--- config.mk ---
export PLATFORM = sky130hd
export DESIGN_NAME = sample_pulse_shifter
export DESIGN_NICKNAME = d
export VERILOG_FILES = /design/src/rtl/spc_pkg.sv /design/src/rtl/spc_phase_track.sv /design/src/rtl/spc_start_qual.sv /design/src/rtl/spc_chain.sv /design/src/rtl/spc_col_map.sv /design/src/rtl/spc_chan_map.sv /design/src/rtl/sample_pulse_shifter.sv
export SDC_FILE = /design/constraint.sdc
export NUM_CORES = 1
export LEC_CHECK = 0
export BUFFER_PORTS_ARGS = -buffer_cell sky130_fd_sc_hd__buf_2
export CAP_MARGIN = 10
export CORE_MARGIN = 2
export CORE_UTILIZATION = 33
export DETAILED_ROUTE_END_ITERATION = 7
export GPL_TIMING_DRIVEN = 0
export SKIP_LAST_GASP = 1
export SLEW_MARGIN = 5
export SYNTH_ARGS = -nofsm -noshare
export SYNTH_HDL_FRONTEND = slang
export SYNTH_SLANG_ARGS = --single-unit
--- constraint.sdc ---
create_clock -name clk -period 2.3 [get_ports clk]
set_input_delay 0.46 -clock clk [delete_from_list [all_inputs] [get_ports clk]]
set_output_delay 0.46 -clock clk [all_outputs]
set_load 0.01 [all_outputs]
--- src/rtl/spc_pkg.sv ---
package spc_pkg;

    localparam int PHASES = 3;

    typedef enum logic [1:0] {
        PH_A = 2'd0,
        PH_B = 2'd1,
        PH_C = 2'd2
    } phase_e;

    typedef struct packed {
        logic evt;       // chain advances this cycle
        logic ph1_rise;  // phase 1 rose this cycle
    } step_t;

    typedef struct packed {
        logic dout;
        logic oe;
    } casc_t;

    function automatic phase_e next_phase(input phase_e p);
        case (p)
            PH_A:    return PH_B;
            PH_B:    return PH_C;
            default: return PH_A;
        endcase
    endfunction

endpackage

--- src/rtl/spc_phase_track.sv ---
module spc_phase_track
    import spc_pkg::*;
(
    input  logic        clk,
    input  logic        rst,
    input  logic        seq_mode,
    input  logic [2:0]  ph_clk,
    output step_t       step
);

    logic [2:0] ph_prev;
    logic [2:0] rise;
    phase_e     ptr;
    logic       turn_rise;

    assign rise = ph_clk & ~ph_prev;

    always_comb begin
        case (ptr)
            PH_A:    turn_rise = rise[0];
            PH_B:    turn_rise = rise[1];
            PH_C:    turn_rise = rise[2];
            default: turn_rise = 1'b0;
        endcase
    end

    always_ff @(posedge clk) begin
        if (rst) begin
            ph_prev <= '0;
            ptr     <= PH_A;
        end else begin
            ph_prev <= ph_clk;
            if (!seq_mode)
                ptr <= PH_A;
            else if (turn_rise)
                ptr <= next_phase(ptr);
        end
    end

    assign step.evt      = seq_mode ? turn_rise : rise[0];
    assign step.ph1_rise = rise[0];

    AST_SIMUL_PTR: assert property (@(posedge clk) disable iff (rst)
        !seq_mode |=> (ptr == PH_A));

endmodule

--- src/rtl/spc_start_qual.sv ---
module spc_start_qual
    import spc_pkg::*;
(
    input  logic  clk,
    input  logic  rst,
    input  logic  start_lvl,
    input  step_t step,
    output logic  load
);

    logic seen;

    always_ff @(posedge clk) begin
        if (rst)
            seen <= 1'b0;
        else if (step.ph1_rise)
            seen <= start_lvl;
    end

    assign load = step.evt & step.ph1_rise & start_lvl & ~seen;

    AST_SINGLE_LOAD: assert property (@(posedge clk) disable iff (rst)
        load |=> !load);

endmodule

--- src/rtl/spc_chain.sv ---
module spc_chain #(
    parameter int N_COLS = 240
) (
    input  logic              clk,
    input  logic              rst,
    input  logic              adv,
    input  logic              load,
    output logic [N_COLS-1:0] stages,
    output logic              carry
);

    localparam int LAST = N_COLS - 1;

    always_ff @(posedge clk) begin
        if (rst) begin
            stages <= '0;
            carry  <= 1'b0;
        end else if (adv) begin
            stages <= {stages[LAST-1:0], load};
            carry  <= stages[LAST];
        end
    end

    AST_HOLD_NO_EVT: assert property (@(posedge clk) disable iff (rst)
        !adv |=> ($stable(stages) && $stable(carry)));

    AST_CARRY_FROM_LAST: assert property (@(posedge clk) disable iff (rst)
        $rose(carry) |-> $past(stages[LAST]));

endmodule

--- src/rtl/spc_col_map.sv ---
module spc_col_map #(
    parameter int N_COLS = 240
) (
    input  logic              dir_right,
    input  logic [N_COLS-1:0] stages,
    output logic [N_COLS-1:0] cols
);

    for (genvar i = 0; i < N_COLS; i++) begin : g_col
        assign cols[i] = dir_right ? stages[i] : stages[N_COLS-1-i];
    end

endmodule

--- src/rtl/spc_chan_map.sv ---
module spc_chan_map
    import spc_pkg::*;
#(
    parameter int N_COLS = 240
) (
    input  logic              seq_mode,
    input  logic [N_COLS-1:0] stages,
    output logic [2:0]        chan_mask
);

    logic [PHASES-1:0][N_COLS-1:0] hit;
    logic [PHASES-1:0]             seq_mask;

    for (genvar c = 0; c < PHASES; c++) begin : g_chan
        for (genvar i = 0; i < N_COLS; i++) begin : g_stage
            if ((i % PHASES) == c) begin : g_on
                assign hit[c][i] = stages[i];
            end else begin : g_off
                assign hit[c][i] = 1'b0;
            end
        end
        assign seq_mask[c] = |hit[c];
    end

    assign chan_mask = seq_mode ? seq_mask : {3{|stages}};

endmodule

--- src/rtl/sample_pulse_shifter.sv ---
module sample_pulse_shifter
    import spc_pkg::*;
#(
    parameter int N_COLS = 240
) (
    input  logic              clk,
    input  logic              rst,
    input  logic              dir_right,
    input  logic              seq_mode,
    input  logic [2:0]        ph_clk,
    input  logic              casc_r_in,
    input  logic              casc_l_in,
    output logic              casc_r_out,
    output logic              casc_r_oe,
    output logic              casc_l_out,
    output logic              casc_l_oe,
    output logic [N_COLS-1:0] pulse_out,
    output logic [2:0]        chan_mask
);

    step_t             step;
    logic              start_lvl;
    logic              load;
    logic [N_COLS-1:0] stages;
    logic              carry;
    casc_t             r_pin;
    casc_t             l_pin;

    assign start_lvl = dir_right ? casc_r_in : casc_l_in;

    spc_phase_track u_phase (
        .clk      (clk),
        .rst      (rst),
        .seq_mode (seq_mode),
        .ph_clk   (ph_clk),
        .step     (step)
    );

    spc_start_qual u_start (
        .clk       (clk),
        .rst       (rst),
        .start_lvl (start_lvl),
        .step      (step),
        .load      (load)
    );

    spc_chain #(.N_COLS(N_COLS)) u_chain (
        .clk    (clk),
        .rst    (rst),
        .adv    (step.evt),
        .load   (load),
        .stages (stages),
        .carry  (carry)
    );

    spc_col_map #(.N_COLS(N_COLS)) u_cols (
        .dir_right (dir_right),
        .stages    (stages),
        .cols      (pulse_out)
    );

    spc_chan_map #(.N_COLS(N_COLS)) u_chan (
        .seq_mode  (seq_mode),
        .stages    (stages),
        .chan_mask (chan_mask)
    );

    assign r_pin.oe   = ~dir_right;
    assign r_pin.dout = ~dir_right & carry;
    assign l_pin.oe   = dir_right;
    assign l_pin.dout = dir_right & carry;

    assign casc_r_out = r_pin.dout;
    assign casc_r_oe  = r_pin.oe;
    assign casc_l_out = l_pin.dout;
    assign casc_l_oe  = l_pin.oe;

    AST_CHAN_ONE: assert property (@(posedge clk) disable iff (rst)
        (seq_mode && $onehot(pulse_out)) |-> $onehot(chan_mask));

    AST_UPSTREAM_QUIET: assert property (@(posedge clk) disable iff (rst)
        !(casc_r_out && casc_l_out));

endmodule

### Word-level counts from Yosys, hierarchy flattened

Index checks and enable logic that the tools add are counted.

* output and inout port bits: 247
* register bits after elaboration: 247
* word-level logic and storage cells: 268
* input port bits: 9

* bitwise operators: 10
* eq/ne operators: 2
* multiplexer cells: 245
* reduce and logical (&&, ||, !) cells: 6

Operators with widths (number)
* 1-bit 2-to-1 mux: 242
* 240-bit OR reduction: 1
* 80-bit OR reduction: 3
* 1-bit AND: 5
* 2-bit one-hot mux with 2 select lines: 1
* 3-bit AND: 1
* 3-bit 2-to-1 mux: 1
* 1-bit inverter: 3
* 3-bit inverter: 1
* 1-bit one-hot mux with 3 select lines: 1
* 2-bit by 1-bit equality test with 1-bit output (second input constant): 1
* 2-bit equality test (second input constant): 1
* 2-bit zero test: 1
* 2-bit OR reduction: 1

### Logic depth before layout (Yosys ltp)

Gate-level depths: netlist of run 1.

* depth after elaboration: 7
* depth in mapped cells: 9
* depth with buffers taken out: 5

### Cells and area by module

Synthesis of run 1 repeated with hierarchy kept, for this count alone.

* cell total of the unflattened synthesis: 1161
* area total of the unflattened synthesis: 12524.5 µm²

Modules (own cells, without submodules)
* spc_chain: cells each 777, seq. area each 4824.6 µm², area an instance 8590.7 µm², times used 1
* spc_col_map: cells each 267, seq. area each 0.0 µm², area an instance 3050.4 µm², times used 1
* spc_chan_map: cells each 84, seq. area each 0.0 µm², area an instance 578.1 µm², times used 1
* spc_phase_track: cells each 24, seq. area each 100.1 µm², area an instance 219.0 µm², times used 1
* spc_start_qual: cells each 4, seq. area each 20.0 µm², area an instance 43.8 µm², times used 1
* sample_pulse_shifter: cells each 5, seq. area each 0.0 µm², area an instance 42.5 µm², times used 1

### Worst setup path before layout of run 1

Ideal clock, no wire load.

* path kind: input to output
* from: input dir_right
* to: output pulse_out[113]
* stages on the path: 4
* data arrival time: 1775 ps
* slack: 65 ps
* required time: 1840 ps
* path buffers: 3
* cell sequence: clkbuf_1 -> clkbuf_1 -> clkbuf_1 -> mux2_2

* longest elaborated chain between the ends: 1

RTL lines
* from (decl): RTL line sample_pulse_shifter.sv:8 `input logic dir_right,`
* 1-bit 2-to-1 mux: RTL line spc_col_map.sv:10 `assign cols[i] = dir_right ? stages[i] : stages[N_COLS-1-i];`
* to (decl): RTL line sample_pulse_shifter.sv:17 `output logic [N_COLS-1:0] pulse_out,`

Every way passes these cells.

### Worst setup path after layout of run 1

* from: register u_chain.stages[188]
* to: output chan_mask[0]

* longest elaborated chain between the ends: 2

RTL lines
* from (decl): RTL line spc_chain.sv:8 `output logic [N_COLS-1:0] stages,`
* from (signal assigned): RTL line spc_chain.sv:19 `stages <= {stages[LAST-1:0], load};`
* 240-bit OR reduction: RTL line spc_chan_map.sv:25 `assign chan_mask = seq_mode ? seq_mask : {3{|stages}};`
* 3-bit 2-to-1 mux: RTL line spc_chan_map.sv:25
* to (decl): RTL line sample_pulse_shifter.sv:18 `output logic [2:0] chan_mask`

Every way passes these cells.

==> results of run 1 <==
==> per-stage QoR <==
| step | cell area, sq um | worst slack (ns) |
|---|---|---|
| finish | 15100 | -0.707 |
| global route | 15100 | -0.739 |
| CTS | 15000 | -0.694 |
| detailed placement | 13700 | -1.09 |
| global placement | 13700 | -1.10 |
| floorplan | 11800 | 0.0653 |
==> flip-flops by register name, summed over array words and instances, names as in the netlist <==
register,count
u_chain.carry,1
u_chain.stages,240
u_phase.ph_prev,3
u_phase.ptr,2
u_start.seen,1
==> cell type report <==
cell class | instances | area [sq um] | area share (%)
Buffer | 109 | 557 | 3.69
Clock buffer | 40 | 774 | 5.13
Clock inverter | 7 | 128 | 0.846
Inverter | 2 | 7.51 | 0.0497
Multi-Input combinational cell | 1069 | 6760 | 44.8
Sequential cell | 247 | 4960 | 32.9
Tap cell | 461 | 577 | 3.82
Timing Repair Buffer | 258 | 1330 | 8.78
==> layout by cell type (no fill, tap or decap), types with 2 or more instances in the layout <==
cell / count
nor2b_1: 4
dfxtp_2: 7
nand2_1: 481
clkbuf_16: 27
nand4_1: 12
clkbuf_8: 6
inv_1: 2
clkbuf_2: 9
dfxtp_4: 3
clkbuf_4: 10
nand3_2: 3
nor4_1: 30
buf_6: 3
clkbuf_1: 44
nor2_1: 2
bufinv_16: 3
mux2_2: 240
clkinv_2: 2
a41o_1: 3
and4_1: 3
nor4_2: 19
nor4_4: 14
a21oi_1: 244
buf_2: 293
buf_4: 15
dfxtp_1: 237
nand2b_1: 2
==> logic make-up (layout without fill, tap and decap cells) <==
group                  Yosys count  count (layout)
flip-flops                     247             247
AO/OA/AOI/OAI                  251             251
multiplexers                   241             241
AND/OR/NAND/NOR                577             577
buffers and inverters          111             416
==> final timing paths <==
path,start,to,cells past startpoint
min,ph_clk[1],u_phase.ph_prev[1]$_SDFF_PP0_,2
min reg2reg,u_start.seen$_SDFFE_PP0P_,u_start.seen$_SDFFE_PP0P_,2
max,u_chain.stages[188]$_SDFFE_PP0P_,chan_mask[0],6
max reg2reg,u_phase.ph_prev[0]$_SDFF_PP0_,u_chain.stages[61]$_SDFFE_PP0P_,8
==> what timing repair did <==
item | CTS | global route
endpoints found under the setup margin | 352 | 36
pin swaps | 17 | 6
resized for setup | 88 | 20
buffers inserted | 5 | 1
==> worst max-delay path, delay by kind of cell (launching register included) <==
kind,cells,cell delay (ns)
AND/OR/NAND/NOR,4,1.18
flip-flops,1,0.39
AO/OA/AOI/OAI,1,0.25
buffers and inverters,1,0.16
==> where the power goes <==
group | internal, uW | total, uW | switching, uW
clock network | 2660 | 4470 | 1800
logic | 181 | 700 | 519
registers | 4280 | 4280 | 4.79
total | 7130 | 9450 | 2330
==> routing by layer <==
| layer | up-vias | global-route usage [%] | wire (um) |
|---|---|---|---|
| li1 | 5503 | - | - |
| met1 | 5505 | 30.1 | 19200 |
| met2 | 413 | 37.5 | 20700 |
| met3 | 62 | 2.65 | 2590 |
| met4 | 0 | 6.53 | 1160 |
| met5 | - | 0 | 0 |
==> impl_metrics.env, run 1 <==
export IMPL_die_y_um=193
export IMPL_hold_path_class="in2reg"
export IMPL_ys_seq_elements=247
export IMPL_violations="setup timing"
export IMPL_cap_violations=0
export IMPL_ant_nets=0
export IMPL_antenna_found_initial=0
export IMPL_core_sq_um=35500
export IMPL_crit_chain="nor4_2, nand4_1, nor4_4, a41o_1, nand3_2, buf_6"
export IMPL_syn_inst=1427
export IMPL_setup_tns_ns=-2.03
export IMPL_gp_congestion=0.900
export IMPL_syn_area_sq_um=11800
export IMPL_dp_cells=2140
export IMPL_setup_ws_ns=-0.707
export IMPL_skew_ns=0.0169
export IMPL_post_route_util_pct=42.5
export IMPL_cts_root_buf="clkbuf_16"
export IMPL_slew_viol_final=0
export IMPL_instances_no_fill=2193
export IMPL_synthAdderAreaFrac_pct=0
export IMPL_routed_wl_mm=43.7
export IMPL_yosysTopAreaCellShare_pct=41.7
export IMPL_start_util_pct=33.4
export IMPL_slew_headroom_pct=48.6
export IMPL_area_delta_synth_final_pct=27.4
export IMPL_ir_drop_mv=0.631
export IMPL_status="complete, but fails checks"
export IMPL_ys_seq_area_share_pct=41.7
export IMPL_fillers=3523
export IMPL_grt_max_degree=15
export IMPL_synth_top_family_by_area="multiplexers"
export IMPL_setup_violations=3
export IMPL_grt_pass1_vias=11000
export IMPL_layout_nets=1723
export IMPL_critPathCaptureType="output pin"
export IMPL_clock_fmax_ghz=0.333
export IMPL_synth_mux_area_share_pct=22.9
export IMPL_crit_type="reg2out"
export IMPL_hold_viol_final=0
export IMPL_tritoncts="built"
export IMPL_die_w_um=193
export IMPL_hold_buffers=0
export IMPL_htree_levels=1
export IMPL_synth_compound_area_share_pct=10.9
export IMPL_rsz0062_at_grt="true"
export IMPL_drive_gt1_share_pct=38.0
export IMPL_slowest_delay_ns=0.40
export IMPL_total_power_uw=9450
export IMPL_cp_start_kind="flip-flop"
export IMPL_crit_required_ns=1.84
export IMPL_crit_slowest_cell="nor4_4"
export IMPL_timing_hold_ws_ns=0.169
export IMPL_io_buffers=252
export IMPL_grt_use_total_pct=22.3
export IMPL_synthMostInstantiatedCell="nand2_1"
export IMPL_grt_first_pass_wirelength_mm=66.0
export IMPL_syn_mean_instance_area_sq_um=8.30
export IMPL_synth_ff_type="dfxtp_1"
export IMPL_synth_edf_count=0
export IMPL_first_iter_violations=913
export IMPL_synthXorXnorAreaFrac_pct=0
export IMPL_grt_overflow=0
export IMPL_cts_buffers=27
export IMPL_drtPass1Iterations=5
export IMPL_timing_final_crit_share_pct=131
export IMPL_synth_nets=1436
export IMPL_dpl_hpwl_mm=32.9
export IMPL_diodes=0
export IMPL_cts_sinks=247
export IMPL_ys_types=28
export IMPL_synth_top_cell_by_area="dfxtp_1"
export IMPL_synth_area_top_cells="dfxtp_1 42%, mux2_2 23%, nand2_1 15%"
export IMPL_cellPowerDensity_nw_per_um2=626
export IMPL_post_route_min_period_ns=3.01
export IMPL_vias=11500
export IMPL_wire_per_inst_um=19.9
export IMPL_clockBufferDepth=3
export IMPL_clk_latency_ns=0.55
export IMPL_cp_arrival_ns=2.55
export IMPL_synthArstFlopShare_pct=0
export IMPL_drc_errors=0
export IMPL_max_slew_worst_pin_slew_ns=0.771
export IMPL_synth_top_cells_by_count="481 x nand2_1, 247 x dfxtp_1, 244 x a21oi_1"
export IMPL_ys_warn_count=0
export IMPL_die_area_sq_um=37400
export IMPL_path_max_fanout=5
export IMPL_synth_simple_area_share_pct=20.3
export IMPL_p_leak_uw=0.00641
export IMPL_io_pin_count=256
export IMPL_clk_pin_slew_ns=0.06
export IMPL_vias_per_cell=5.24
export IMPL_reg2reg_slack_ns=0.17
export IMPL_rows=69
(Power assumes the default switching activity.)
==> run 2: changes to the inputs <==
--- a/config.mk
+++ b/config.mk
@@ -10,5 +10,6 @@
 export CORE_MARGIN = 2
-export CORE_UTILIZATION = 33
+export CORE_UTILIZATION = 47
 export DETAILED_ROUTE_END_ITERATION = 7
 export GPL_TIMING_DRIVEN = 0
+export PLACE_DENSITY = 0.74
 export SKIP_LAST_GASP = 1
--- a/constraint.sdc
+++ b/constraint.sdc
@@ -3,2 +3,2 @@
 set_output_delay 0.46 -clock clk [all_outputs]
-set_load 0.01 [all_outputs]
+set_load 0.02 [all_outputs]
==> run 2 against run 1 <==
Effect of this change:
- the run still ends with setup timing left
- wire length down 9.4%
- non-clock buffer count down 1
- cell area down 1.1%
- largest power group is now registers
==> impl_metrics.env, run 2 (synthesis results as in run 1) <==
export IMPL_status="complete, but fails checks"
export IMPL_violations="setup timing"
export IMPL_layout_nets=1721
export IMPL_timing_hold_ws_ns=0.201
export IMPL_grt_max_degree=14
export IMPL_clock_fmax_ghz=0.343
export IMPL_clockBufferDepth=3
export IMPL_grt_pass1_vias=10800
export IMPL_hold_buffers=0
export IMPL_die_w_um=163
export IMPL_diodes=0
export IMPL_slew_headroom_pct=48.5
export IMPL_path_max_fanout=4
export IMPL_drc_errors=0
export IMPL_total_power_uw=9110
export IMPL_cts_buffers=26
export IMPL_cp_start_kind="flip-flop"
export IMPL_rows=58
export IMPL_ir_drop_mv=0.503
export IMPL_area_delta_synth_final_pct=26.0
export IMPL_gp_congestion=0.971
export IMPL_post_route_min_period_ns=2.92
export IMPL_routed_wl_mm=39.6
export IMPL_first_iter_violations=1027
export IMPL_skew_ns=0.00775
export IMPL_clk_latency_ns=0.53
export IMPL_antenna_found_initial=0
export IMPL_die_y_um=163
export IMPL_dpl_hpwl_mm=29.3
export IMPL_crit_required_ns=1.84
export IMPL_timing_final_crit_share_pct=127
export IMPL_rsz0062_at_grt="true"
export IMPL_start_util_pct=47.4
export IMPL_die_area_sq_um=26500
export IMPL_p_leak_uw=0.00641
export IMPL_cts_root_buf="clkbuf_16"
export IMPL_vias=11700
export IMPL_setup_violations=3
export IMPL_drive_gt1_share_pct=38.3
export IMPL_grt_first_pass_wirelength_mm=60.7
export IMPL_drtPass1Iterations=7
export IMPL_vias_per_cell=5.70
export IMPL_grt_overflow=0
export IMPL_wire_per_inst_um=19.2
export IMPL_hold_path_class="in2reg"
export IMPL_clk_pin_slew_ns=0.06
export IMPL_io_buffers=252
export IMPL_cp_arrival_ns=2.46
export IMPL_ant_nets=0
export IMPL_io_pin_count=256
export IMPL_cellPowerDensity_nw_per_um2=610
export IMPL_cap_violations=0
export IMPL_htree_levels=1
export IMPL_core_sq_um=25000
export IMPL_hold_viol_final=0
export IMPL_largest_reg_flops=240
export IMPL_most_common_layout_cells="481 x nand2_1, 296 x buf_2, 244 x a21oi_1"
export IMPL_tritoncts="built"
export IMPL_top_register="u_chain.stages"
export IMPL_final_common_cell="nand2_1"
export IMPL_crit_type="reg2out"
export IMPL_cts_sinks=247
export IMPL_max_slew_worst_pin_slew_ns=0.772
export IMPL_slew_viol_final=0
export IMPL_reg_top3="u_chain.stages: 240 flops, u_phase.ph_prev: 3 flops, u_phase.ptr: 2 flops"
export IMPL_grt_use_total_pct=29.0
export IMPL_critPathCaptureType="output pin"
export IMPL_setup_ws_ns=-0.618
run 2: changes by cell type in the layout (fill, tap and decap cells not counted), moves of 2 or more:
cell and change:
buf_2 +3, bufinv_16 -2, clkbuf_1 +2, clkbuf_2 -2, clkbuf_4 -2, dfxtp_1 -8, dfxtp_2 +7, nor4_2 -6
nor4_4 +7
run 2: critical path: stages (launching register included):
cell and delay (ns):
dfxtp_4 0.37, nor4_4 0.40, nand4_1 0.28, nor4_4 0.35, a41o_1 0.24, nand3_2 0.13
buf_6 0.16
run 2: power by group:
part           switching [uW]  internal, uW  total [uW]
logic                     509           179         688
clock network            1710          2430        4140
registers                4.66          4280        4280
run 2: repair_timing:
action,in CTS,in global routing
pin swaps,14,27
setup buffers,3,2
resized for setup,83,44
gates cloned,0,0
hold endpoints to repair,0,0
setup endpoints to repair,346,108
run 2: area by class of cell:
type	count	area, sq um
Multi-Input combinational cell	1069	6830
Inverter	2	7.51
Buffer	109	544
Sequential cell	247	4980
Timing Repair Buffer	257	1320
Tap cell	330	413
Clock buffer	42	782
Fill cell	2217	10000
Clock inverter	5	56.3
run 2: final timing paths:
path	cells past startpoint	endpoint	start	slack, ns
hold reg to reg	2	u_start.seen$_SDFFE_PP0P_	u_start.seen$_SDFFE_PP0P_	0.49
hold / removal	2	u_phase.ph_prev[1]$_SDFF_PP0_	ph_clk[1]	0.20
setup reg to reg	7	u_chain.stages[23]$_SDFFE_PP0P_	u_phase.ph_prev[0]$_SDFF_PP0_	0.16
setup / recovery	6	chan_mask[1]	u_chain.stages[162]$_SDFFE_PP0P_	-0.62
run 2: per-layer routing:
metal / share of wire [%] / track usage (%) / up-vias
met3: 7.4 / 4.02 / 90
met1: 42 / 39.2 / 5597
met5: 0 / 0 / -
met2: 46 / 46.8 / 553
li1: - / - / 5506
met4: 4.2 / 11.5 / 0
run 2: through the flow:
step / instance area, sq um / setup WS, ns / TNS, ns / utilization [%] / cells
floorplan: 11800 / 0.0351 / 0 / - / 1427
global placement: 13500 / -0.953 / -195.66 / 54.2 / 2009
detailed placement: 13500 / -0.932 / -194.61 / 54.2 / 2009
CTS: 14800 / -0.618 / -1.85 / 59.1 / 2059
global route: 14900 / -0.659 / -1.92 / 59.8 / 2061
finish: 14900 / -0.618 / -1.79 / 59.8 / 2061
